===== src/rtl/apd_pkg.sv =====
package apd_pkg;
   typedef enum logic [1:0] {
      PWR_ACTIVE = 2'b00,
      PWR_LOW    = 2'b01,
      PWR_STBY   = 2'b10
   } pwr_e;
endpackage


===== src/rtl/apd_change_detect.sv =====
// Keeps the previously sampled inputs and flags any difference with the
// present ones combinationally, so wake-up costs no clock cycle.
module apd_change_detect #(
   parameter int AW = 16
) (
   input  logic          clk,
   input  logic          rst_n,
   input  logic          ce_n,
   input  logic          oe_n,
   input  logic          we_n,
   input  logic [AW-1:0] addr,
   output logic          any_evt,
   output logic          addr_evt
);
   localparam int SW = AW + 3;

   logic [SW-1:0] now_vec, prev_vec;
   logic          seen_q;

   assign now_vec = {ce_n, oe_n, we_n, addr};

   always_ff @(posedge clk or negedge rst_n) begin
      if (!rst_n) begin
         prev_vec <= '0;
         seen_q   <= 1'b0;
      end else begin
         prev_vec <= now_vec;
         seen_q   <= 1'b1;
      end
   end

   assign addr_evt = seen_q && (now_vec[AW-1:0] != prev_vec[AW-1:0]);
   assign any_evt  = seen_q && (now_vec != prev_vec);
endmodule


===== src/rtl/apd_settle_timer.sv =====
// Counts clock edges during which a read is held without any input change.
module apd_settle_timer #(
   parameter int ACCESS_CYCLES = 4
) (
   input  logic clk,
   input  logic rst_n,
   input  logic run,
   input  logic clr,
   output logic done
);
   localparam int CW = $clog2(ACCESS_CYCLES + 1);
   localparam logic [CW-1:0] LIMIT = CW'(ACCESS_CYCLES);

   logic [CW-1:0] cnt_q;

   always_ff @(posedge clk or negedge rst_n) begin
      if (!rst_n)              cnt_q <= '0;
      else if (!run || clr)    cnt_q <= '0;
      else if (cnt_q != LIMIT) cnt_q <= cnt_q + 1'b1;
   end

   assign done = (cnt_q == LIMIT);
endmodule


===== src/rtl/apd_arm_tracker.sv =====
// Power-up guard: low-power entry is allowed only once an address change
// or a deselect has been sampled since reset.
module apd_arm_tracker (
   input  logic clk,
   input  logic rst_n,
   input  logic ce_n,
   input  logic addr_evt,
   output logic armed
);
   always_ff @(posedge clk or negedge rst_n) begin
      if (!rst_n)                 armed <= 1'b0;
      else if (ce_n || addr_evt)  armed <= 1'b1;
   end
endmodule


===== src/rtl/apd_read_ctrl.sv =====
module apd_read_ctrl #(
   parameter int AW            = 16,
   parameter int ACCESS_CYCLES = 4
) (
   input  logic          clk,
   input  logic          rst_n,
   input  logic          ce_n,
   input  logic          oe_n,
   input  logic          we_n,
   input  logic [AW-1:0] addr,
   output logic          dq_oe,
   output logic [1:0]    pwr_state
);
   import apd_pkg::*;

   generate
      if (AW < 1) begin : g_bad_aw
         $error("apd_read_ctrl: AW must be at least 1");
      end
      if (ACCESS_CYCLES < 1) begin : g_bad_acc
         $error("apd_read_ctrl: ACCESS_CYCLES must be at least 1");
      end
   endgenerate

   logic rd_req, any_evt, addr_evt, settled, armed;
   pwr_e st;

   assign rd_req = !ce_n && !oe_n && we_n;

   apd_change_detect #(.AW(AW)) u_det (
      .clk(clk), .rst_n(rst_n), .ce_n(ce_n), .oe_n(oe_n), .we_n(we_n),
      .addr(addr), .any_evt(any_evt), .addr_evt(addr_evt)
   );

   apd_settle_timer #(.ACCESS_CYCLES(ACCESS_CYCLES)) u_tmr (
      .clk(clk), .rst_n(rst_n), .run(rd_req), .clr(any_evt), .done(settled)
   );

   apd_arm_tracker u_arm (
      .clk(clk), .rst_n(rst_n), .ce_n(ce_n), .addr_evt(addr_evt), .armed(armed)
   );

   always_comb begin
      if (ce_n)                                   st = PWR_STBY;
      else if (rd_req && settled && armed && !any_evt) st = PWR_LOW;
      else                                        st = PWR_ACTIVE;
   end

   assign pwr_state = st;
   assign dq_oe     = !ce_n && !oe_n;
endmodule


===== config.mk =====
export PLATFORM = sky130hd
export DESIGN_NAME = apd_read_ctrl
export DESIGN_NICKNAME = d
export VERILOG_FILES = /design/src/rtl/apd_pkg.sv /design/src/rtl/apd_change_detect.sv /design/src/rtl/apd_settle_timer.sv /design/src/rtl/apd_arm_tracker.sv /design/src/rtl/apd_read_ctrl.sv
export SDC_FILE = /design/constraint.sdc
export NUM_CORES = 1
export LEC_CHECK = 0
export ABC_AREA = 1
export BUFFER_PORTS_ARGS = -buffer_cell sky130_fd_sc_hd__buf_2
export CORE_UTILIZATION = 40
export CTS_CLUSTER_SIZE = 24
export DETAILED_ROUTE_END_ITERATION = 8
export PLACE_DENSITY = 0.62
export RECOVER_POWER = 25
export SLEW_MARGIN = 0
export SYNTH_ARGS = -nofsm -noshare
export SYNTH_HDL_FRONTEND = slang
export SYNTH_HIERARCHICAL = 1
export SYNTH_SLANG_ARGS = --single-unit
export TNS_END_PERCENT = 30

===== constraint.sdc =====
create_clock -name clk -period 2.01 [get_ports clk]
set_input_delay 0.1005 -clock clk [delete_from_list [all_inputs] [get_ports clk]]
set_output_delay 0.1005 -clock clk [all_outputs]
set_load 0.02 [all_outputs]

; Word level (Yosys, flattened, before mapping)
; Index checks and enable logic that the tools add are counted.
[classes]
addsub = 1
eq_ne = 4
n_mux = 4
n_reduce_logical = 14
[op_table]
columns = op, count
row1 = 19-bit inequality test, 1
row2 = 16-bit inequality test, 1
row3 = 1-bit logical AND, 7
row4 = 3-bit 2-to-1 mux, 2
row5 = 1-bit logical NOT, 4
row6 = 3-bit by 1-bit adder with 3-bit output (second input constant), 1
row7 = 3-bit == test (second input constant), 1
row8 = 3-bit inequality test (second input constant), 1
row9 = 1-bit logical OR, 2
row10 = 2-bit 2-to-1 mux, 1
row11 = 2-bit nonzero test, 1
row12 = 1-bit 2-to-1 mux, 1
[totals]
ff_bits = 24
input_bits = 21
out_inout_bits = 3
wordCells = 27

; Depth between registers and ports, before layout
; Gate-level depths: netlist of the first run.
[depth]
ltp_word = 8
ltp_mapped = 12
mapped_depth_nobuf = 12

; Modules after synthesis
; Netlist of the first run, hierarchy kept.
[modules_own_cells]
columns = module, instances, cells_each, area_each_um2, seq_area_each_um2
row1 = apd_change_detect, 1, 116, 879.6, 500.5
row2 = apd_settle_timer, 1, 27, 209.0, 75.1
row3 = apd_read_ctrl, 1, 9, 45.0, 0.0
row4 = apd_arm_tracker, 1, 4, 36.3, 25.0

; Worst setup path after synthesis of the first run
; No wires, ideal clock.
[synth_timing]
path_kind = flip-flop to output port
startpoint = register u_det.prev_vec[14]
endpoint = output port pwr_state[0]
t_arrival_ns = 1.311
required_time_ns = 1.910
slack_ns = 0.599
path_stages_with_launch = 12
path_buffers = 0
cell_sequence = dfrtp_1 -> nor2_1 -> nor2_1 -> nor2_1 -> nand2_1 -> nor2_1 -> nand2_1 -> nand2_1 -> nand2_1 -> nor2_1 -> nand2_1 -> nor2_2
[synth_between]
elab_chain_len = 6
[synth_rtl]
columns = item, line
row1 = start: declaration, apd_change_detect.sv:17  ; logic [SW-1:0] now_vec, prev_vec;
row2 = start signal: assignment, apd_change_detect.sv:27  ; prev_vec <= now_vec;
row3 = 19-bit inequality test, apd_change_detect.sv:33  ; assign any_evt = seen_q && (now_vec != prev_vec);
row4 = 1-bit logical AND, apd_change_detect.sv:33
row5 = via any_evt, apd_read_ctrl.sv:25  ; logic rd_req, any_evt, addr_evt, settled, armed;
row6 = 1-bit logical NOT, apd_read_ctrl.sv:45  ; else if (rd_req && settled && armed && !any_evt) st = PWR_LOW;
row7 = 1-bit logical AND, apd_read_ctrl.sv:45
row8 = 1-bit 2-to-1 mux, apd_read_ctrl.sv:45
row9 = 2-bit 2-to-1 mux, apd_read_ctrl.sv:44  ; if (ce_n) st = PWR_STBY;
row10 = end: declaration, apd_read_ctrl.sv:12  ; output logic [1:0] pwr_state
; The timed path passes the listed nets, and every way through them passes these cells.

; Final worst setup path of the first run
[layout_timing]
startpoint = input port ce_n
endpoint = output port pwr_state[0]
[layout_between]
word_cells_on_any_way = 11
classes_between = eq/ne (1) / mux (2) / reduce/logical (8)
[layout_rtl]
columns = item, line
row1 = start: declaration, apd_read_ctrl.sv:7  ; input logic ce_n,
row2 = 19-bit inequality test, apd_change_detect.sv:33
row3 = 1-bit logical AND, apd_change_detect.sv:33
row4 = via any_evt, apd_read_ctrl.sv:25
row5 = 1-bit logical NOT, apd_read_ctrl.sv:45
row6 = 1-bit logical AND, apd_read_ctrl.sv:45
row7 = 1-bit 2-to-1 mux, apd_read_ctrl.sv:45
row8 = 2-bit 2-to-1 mux, apd_read_ctrl.sv:44
; The timed path passes the listed nets, and every way through them passes these cells.

==> summary.md, run 1 <==
The worst register-to-register path has a depth of 11. The tree is rooted in a sky130_fd_sc_hd__clkbuf_4. In the final layout, the multi-input gates occupy 445 sq um. At the end of routability-driven placement, the weighted congestion stood at 0.613.

In the layout the commonest cells are sky130_fd_sc_hd__nand2_1 (48), sky130_fd_sc_hd__inv_1 (32), sky130_fd_sc_hd__nor2_1 (28). After synthesis, the cell types taking the most area are sky130_fd_sc_hd__dfrtp_1 (51%), sky130_fd_sc_hd__nand2_1 (16%), sky130_fd_sc_hd__inv_1 (10%). Buffers inserted during clock tree synthesis total 3.

The internal power of the cells totals 0.680 mW. OpenSTA, run right after detailed placement, puts the worst setup slack at 413 ps. The run finished with clean final reports.

The total of buffers placed on input and output ports was 23; the actual transition at the worst max-transition pin was 542 ps. The count of mapped cells out of synthesis was 156. The run gives 257 as the filler cell count in the final layout.

For this run, the top clock speed supported by timing is 0.520 GHz. The core region is 2760 sq um. During synthesis, Yosys emitted a total of 6 warnings. The combined buffer and inverter count along the critical path works out to 3.

Summed over all layers, the routed wires come to 2150 um. The power density over the cells works out to 580 nW/um^2. The tools report the portion of total power attributed to sequential cells as 56.6%. The cell family contributing the most delay on the critical path is buffers and inverters. The area added between synthesis and finish was 34.1%; the overall routing resource usage was 15.0%. The vertical extent of the die was 56.1 um; the worst clock skew on the final layout was 5.02 ps.

The worst-path cell with the longest stage delay is sky130_fd_sc_hd__dlygate4sd3_1. After detailed routing, the average wire length per cell comes to 9.23 um. Type of the most critical hold path: in2async. The total count of hold-check failures in the final report is 0, and the die span in x is 56.1 um.

At the later pin of the worst-skew pair, clock insertion delay measures 310 ps. The tools report the kind of end point of the critical path as an output pin. Minimum setup slack among reg-to-reg paths: 640 ps. For the switching power summed over all nets, the log shows 0.229 mW. Along the worst path, the maximum fanout reaches 6. Most common cell after layout, fill and taps aside: sky130_fd_sc_hd__nand2_1. The worst register-to-register path begins at u_det/prev_vec[0]. The worst setup path is launched from an input pin. Traced cell by cell, the critical path runs through dlygate4sd3_1 -> buf_2 -> xor2_1 -> o31ai_2 -> nand2_4 -> nor2_2 -> nand2_1 -> nor2_2 -> buf_6. The share of cells above drive strength 1 was 17.3%; the peak supply drop was 0.000405 V. The fraction of synthesized cell area taken by the top area cell type is 51.3%, and the row count is 19. The first global-routing pass estimated 3770 um of wire. The post-route worst hold slack came out at 282 ps. The largest single stage delay on the critical path is 550 ps.

In this run switching power makes up 25.2% of total power. The via count came out at 986. The logs give 0 for the number of antenna violations at the first check in global routing and 0.910 nW for the leakage power summed over all cells.

The post-CTS setup-driven buffer insertion count is 0, and the share of the clock period used by the worst path after layout is 95.6%. The final critical path time including I/O delays and setup was 1920 ps. In this run the tightest slew margin relative to its limit is 63.9%.

The die covers 3140 sq um. The worst setup path is of the in2out kind. The detail route stage leaves a number of antenna-violating nets equal to 0. No sink is reached through more buffers than the 2 on the longest clock path.

Setup slack closes at 88.4 ps. For this block, the initial DRC count from the detailed router was 18. The tools report the remaining global-route overflow as 0. For the via count of the first global-routing pass, the log shows 980. CTS saw 24 sinks.

The first TritonRoute pass finished after 4 iterations. Combinational logic is responsible for 15.2% of the overall power. Setup repair after global routing could not meet its margin everywhere.

TritonCTS built the clock tree. After synthesis the netlist holds a flip-flop and latch count of 24. The count of maximum capacitance violations came out at 0. The via-per-instance ratio was 4.23. For the data required time of the worst path, the log shows 1910 ps.

Capture instance of the worst register-to-register path: u_tmr/cnt_q[2]. The final setup violation count is 0, and the flip-flop and latch area is 601 sq um. The logs give 51.3% for the share of the yosys chip area belonging to registers and 1530 um for the placed wire-length estimate after detailed placement. The data arrival at the endpoint of the critical path came out at 1820 ps.

Synthesis produced a netlist with a net count of 179. The clock slew at the register clock pins of the worst setup and hold paths was 130 ps; the number of H-tree levels was 1. The initial utilization of the core area, before any placement, comes to 42.4%. The number of different library cells in the post-synthesis netlist was 15. A synthesized cell averages 7.50 sq um. sky130_fd_sc_hd__dfrtp_1 takes more of the synthesized area than any other cell. During I/O placement, the number of pins put on the boundary was 24.

Entering global routing, the biggest net connects 25 pins. In this run, the clock network consumes 28.2% of the power. The cell that appears most often on the critical path is sky130_fd_sc_hd__nor2_2.

Summed instance area of the synthesized netlist: 1170 sq um. The max-slew violation count is 0. The number of remaining DRC errors is 0, and the number of antenna repair diodes is 0.

At the end of the flow, the number of nets in the layout was 226.
==> cell families after synthesis <==
family	after synthesis	synth area share [%]
AO/OA/AOI/OAI	1	0.642
XOR/XNOR	3	2.25
adder cells (fa/ha/maj)	2	2.14
buffers and inverters	37	12.3
flip-flops	24	51.3
other	1	0.321
AND/OR/NAND/NOR	88	31.0
==> Yosys cell counts <==
library cell and instances:
sky130_fd_sc_hd__nand2_2 2, sky130_fd_sc_hd__nand2_1 50, sky130_fd_sc_hd__inv_1 32, sky130_fd_sc_hd__nor2_1 30, sky130_fd_sc_hd__clkinv_2 1, sky130_fd_sc_hd__conb_1 1, sky130_fd_sc_hd__xor2_1 3, sky130_fd_sc_hd__ha_1 2
sky130_fd_sc_hd__buf_4 1, sky130_fd_sc_hd__nand3_1 1, sky130_fd_sc_hd__dfrtp_1 24, sky130_fd_sc_hd__nor2_8 1, sky130_fd_sc_hd__inv_2 3, sky130_fd_sc_hd__o31ai_1 1, sky130_fd_sc_hd__nor2_2 4
==> power groups by stage <==
stage	registers, mW	logic (mW)	clock network, mW
floorplan	0.521	0.0583	0
global route	0.517	0.157	0.282
finish	0.514	0.138	0.257
CTS	0.514	0.137	0.270
detailed placement	0.524	0.107	0
global placement	0.522	0.102	0
==> worst max-delay path by stage <==
stage,from,to,slack (ps),depth (start not counted)
floorplan,u_det/prev_vec[14],pwr_state[0],600,11
global placement,u_det/prev_vec[14],pwr_state[0],470,12
detailed placement,u_det/prev_vec[0],pwr_state[0],410,12
CTS,addr[0],pwr_state[0],30,14
global route,addr[14],pwr_state[0],-70,14
finish,ce_n,pwr_state[0],90,9
==> state kept, by name, summed over array words and instances, names as in the netlist <==
register / cells
u_det/prev_vec: 19
u_tmr/cnt_q: 3
u_arm/armed: 1
u_det/seen_q: 1
==> metal layers <==
metal | up-vias | wire [um] | track usage (%)
met3 | 2 | 47 | 2.09
met5 | - | 0 | 0
met1 | 441 | 951 | 17.8
met2 | 13 | 1140 | 27.0
li1 | 530 | - | -
met4 | 0 | 13 | 6.27
==> metrics by stage <==
step	util [%]	total power, mW	cell area [sq um]	TNS [ps]	instances
CTS	56.3	0.920	1550	0	233
global route	56.9	0.956	1570	-68.9	233
global placement	47.7	0.624	1320	0	209
floorplan	-	0.580	1170	0	156
finish	56.9	0.909	1570	0	233
detailed placement	47.7	0.631	1320	0	209
==> repair_timing <==
action / 4_1_cts / 5_1_grt
hold buffers: 20 / 0
resized for setup: 0 / 8
setup endpoints to repair: 0 / 1
hold endpoints to repair: 43 / 0
==> worst reg2reg max path: cells and delay by family, from the launching register on <==
family           cells  cell delay (ps)
DFF                  1              400
and+or+nand+nor     11              910
==> final cells by class <==
cell class,instances,area share [%]
Timing Repair Buffer,43,19.9
Clock buffer,4,2.31
Inverter,36,8.69
Multi-Input combinational cell,95,28.4
Tap cell,31,2.47
Sequential cell,24,38.3
No activity file was read; power rests on OpenSTA's default activity.
==> inputs of run 2 (changes only) <==
--- a/config.mk
+++ b/config.mk
@@ -11,7 +11,6 @@
 export CTS_CLUSTER_SIZE = 24
 export DETAILED_ROUTE_END_ITERATION = 8
 export PLACE_DENSITY = 0.62
-export RECOVER_POWER = 25
 export SLEW_MARGIN = 0
 export SYNTH_ARGS = -nofsm -noshare
 export SYNTH_HDL_FRONTEND = slang
==> run 2 against run 1 <==
  * First-iteration DRC count fell by 5.6%
  * Final cell count unchanged
  * Clock skew barely moved
  * Register-to-register slack hardly changed
  * Total power up 0.21%
  * Critical endpoint unchanged
  * Largest power group unchanged
==> summary.md, run 2 (same netlist as run 1, synthesis figures left out) <==
The flow ran to the end, and the final reports show no timing, DRC or antenna violations. The area growth from synthesis to layout is 35.0%. In this run the critical register-to-register path is captured at u_tmr/cnt_q[2]. The most critical setup path has its startpoint at ce_n.

The max-slew violation count came out at 0. The signal on the critical path passes through dlygate4sd3_1 -> buf_2 -> xor2_1 -> o31ai_2 -> nand2_4 -> nor2_2 -> nand2_1 -> nor2_2 -> buf_6. The remaining global-route overflow came out at 0. The minimum setup slack in the final design was 88.4 ps; the average wire per standard cell was 9.26 um. The library cells used most frequently in the layout, excluding fill and tap cells, are sky130_fd_sc_hd__nand2_1 (48), sky130_fd_sc_hd__inv_1 (32), sky130_fd_sc_hd__nor2_1 (28).

The logs give 28.2% for the fraction of power consumed by the clock network and 1 for the number of H-tree levels. The kind of end point of the critical path was an output pin. TritonCTS built the clock tree. The run gives 0 as the number of routed nets with antenna violations. Setup repair after global routing could not meet its margin everywhere. Clock-pin slew was measured on the worst setup and hold paths at 130 ps. The number of antenna violations at the first check in global routing is 0, and the number of clock sinks is 24.

For the pin with the worst max-slew slack, the measured transition is 542 ps. The run gives 0 as the total count of hold-check failures in the final report. The first routing iteration left 17 violations. Setup violations remaining at the end of the flow were counted as 0. Via count of the first global-routing pass: 980. In this run the tool buffered the top-level ports with 23 buffer cells. The clock arrives with 4.89 ps of skew. The final route contains 986 vias.

The run gives 0 as the number of antenna repair diodes. The tools report the die outline area as 3140 sq um. The critical path ends at pwr_state[0].

The vertical extent of the die works out to 56.1 um. The tools report the maximum number of buffers from clock root to sink as 2. The congestion estimate from routability-driven global placement came to 0.613.

The worst path uses 95.6% of the clock period. The run gives 601 sq um as the flip-flop and latch area. The placed instance count is 209, and the headroom to the max-slew limit is 63.9%.

The wire-length estimate of the detail-placed layout is 1530 um. The portion of total power attributed to sequential cells is 56.4%, and the number of nets in the layout is 226. The post-CTS setup-driven buffer insertion count came out at 0. Peak supply drop: 0.000405 V. The minimum setup slack among reg-to-reg paths is 640 ps, and the highest clock rate is 0.520 GHz. In this run switching power makes up 25.1% of total power. The worst hold path belongs to the class in2async. Overall power consumption after layout is estimated at 0.911 mW. From left edge to right edge, the die measures 56.1 um. Most common cell after layout, fill and taps aside: sky130_fd_sc_hd__nand2_1. In the final layout, the multi-input gates occupy 445 sq um.

In the final layout, the registers with the most flip-flops are u_det/prev_vec x19, u_tmr/cnt_q x3. Summed over all nets, the switching power comes to 0.229 mW. The final critical path time including I/O delays and setup was 1920 ps; the worst slack at placement was 413 ps. The critical path's largest stage delay was 550 ps; the data arrival at the endpoint of the critical path was 1820 ps. The category of the critical setup timing path is in2out.

The worst setup path is launched from an input pin. Among the stages of the critical path, the cell type that occurs most often is sky130_fd_sc_hd__nor2_2. Library cell used as clock root buffer: sky130_fd_sc_hd__clkbuf_4. The worst-path cell with the longest stage delay is sky130_fd_sc_hd__dlygate4sd3_1. The worst register-to-register path begins at u_det/prev_vec[0]. More flip-flops sit in one register than any other, and that register is u_det/prev_vec.

Dividing the detail-routed via count by the number of cells gives 4.23. Power density over the cells: 577 nW/um^2. During I/O placement, the number of pins put on the boundary was 24. Across the run, the number of max-cap violations was 0.

After filler insertion, the fill cell instance count of the layout stands at 250. The share of total power dissipated in combinational logic is 15.4%. For this run, design rule violations remaining after detail routing come to 0. Data on the critical path is required at its endpoint by 1910 ps. The finished layout holds 233 standard cells, fillers aside. The tools report the row count as 19. The global-route wire length before repair was 3770 um; the leakage power summed over all cells was 0.932 nW.

Number of cells on the worst reg-to-reg path: 11. Of the cells placed in the final design, the portion with a size suffix greater than 1 is 21.3%. The first detailed-routing pass took 4 iterations. The summed negative setup slack over all endpoints is 0 ps, and the insertion delay of the later-clocked pin in the worst-skew pair is 310 ps. The overall routing resource usage is 15.0%, and the flip-flop count of the largest register after layout is 19. Area of the placeable core: 2760 sq um.

On the final layout, the worst hold slack is 282 ps. Summed over all layers, the routed wires come to 2160 um. Entering global routing, the biggest net connects 25 pins.

In this run, CTS created clock tree buffers numbering 3. Maximum fanout encountered on the critical timing path: 6. The run gives 0.682 mW as the internal power summed over all cells.

Once the floorplan was initialized, standard cells occupied 42.4% of the core.
run 2: cell count changes in the layout (fill, tap and decap cells not counted):
| cell | previous run | this run |
|---|---|---|
| sky130_fd_sc_hd__buf_2 | 14 | 22 |
| sky130_fd_sc_hd__clkbuf_1 | 8 | 0 |
run 2: area by class of cell:
type / count / area share (%)
clock buffer: 4 / 2.30
inverter: 36 / 8.64
multi-input combinational: 95 / 28.2
sequential: 24 / 38.0
tap: 31 / 2.46
timing repair buffer: 43 / 20.4
run 2: power by group through the flow:
stage	Combinational (mW)	Clock [mW]	Sequential, mW
floorplan	0.0583	0	0.521
global placement	0.102	0	0.522
detailed placement	0.107	0	0.524
CTS	0.137	0.270	0.514
global route	0.159	0.282	0.517
finish	0.140	0.257	0.514
run 2: critical path: cells and delay by family:
kind            cells  cell delay, ps
compound gates      1             310
xor+xnor            1             150
buf+inv             3             850
simple gates        4             390
run 2: what timing repair did:
item,4_1_cts,5_1_grt
hold buffers,20,0
endpoints found under the hold margin,43,0
resized for setup,0,8
endpoints found under the setup margin,0,1
run 2: worst min path at each step:
stage                from             end  slack (ps)  depth (start not counted)
finish              rst_n  u_tmr/cnt_q[1]         280                          2
CTS                 rst_n  u_tmr/cnt_q[0]         290                          2
global route        rst_n  u_tmr/cnt_q[1]         330                          2
global placement    rst_n  u_tmr/cnt_q[1]         110                          1
floorplan           rst_n     u_arm/armed        -200                          0
detailed placement  rst_n  u_tmr/cnt_q[0]         120                          1
run 2: metal layers:
| layer | GRT usage (%) | part of all wire [%] | wire [um] | vias up |
|---|---|---|---|---|
| met4 | 6.27 | 0.60 | 13 | 0 |
| met3 | 2.09 | 2.2 | 47 | 2 |
| met2 | 27.0 | 53 | 1140 | 13 |
| met1 | 17.8 | 44 | 957 | 441 |
| li1 | - | - | - | 530 |
| met5 | 0 | 0 | 0 | - |
run 2: through the flow:
stage	utilization, %	cell area, sq um
floorplan	-	1170
global placement	47.7	1320
detailed placement	47.7	1320
CTS	56.3	1550
global route	57.3	1580
finish	57.3	1580
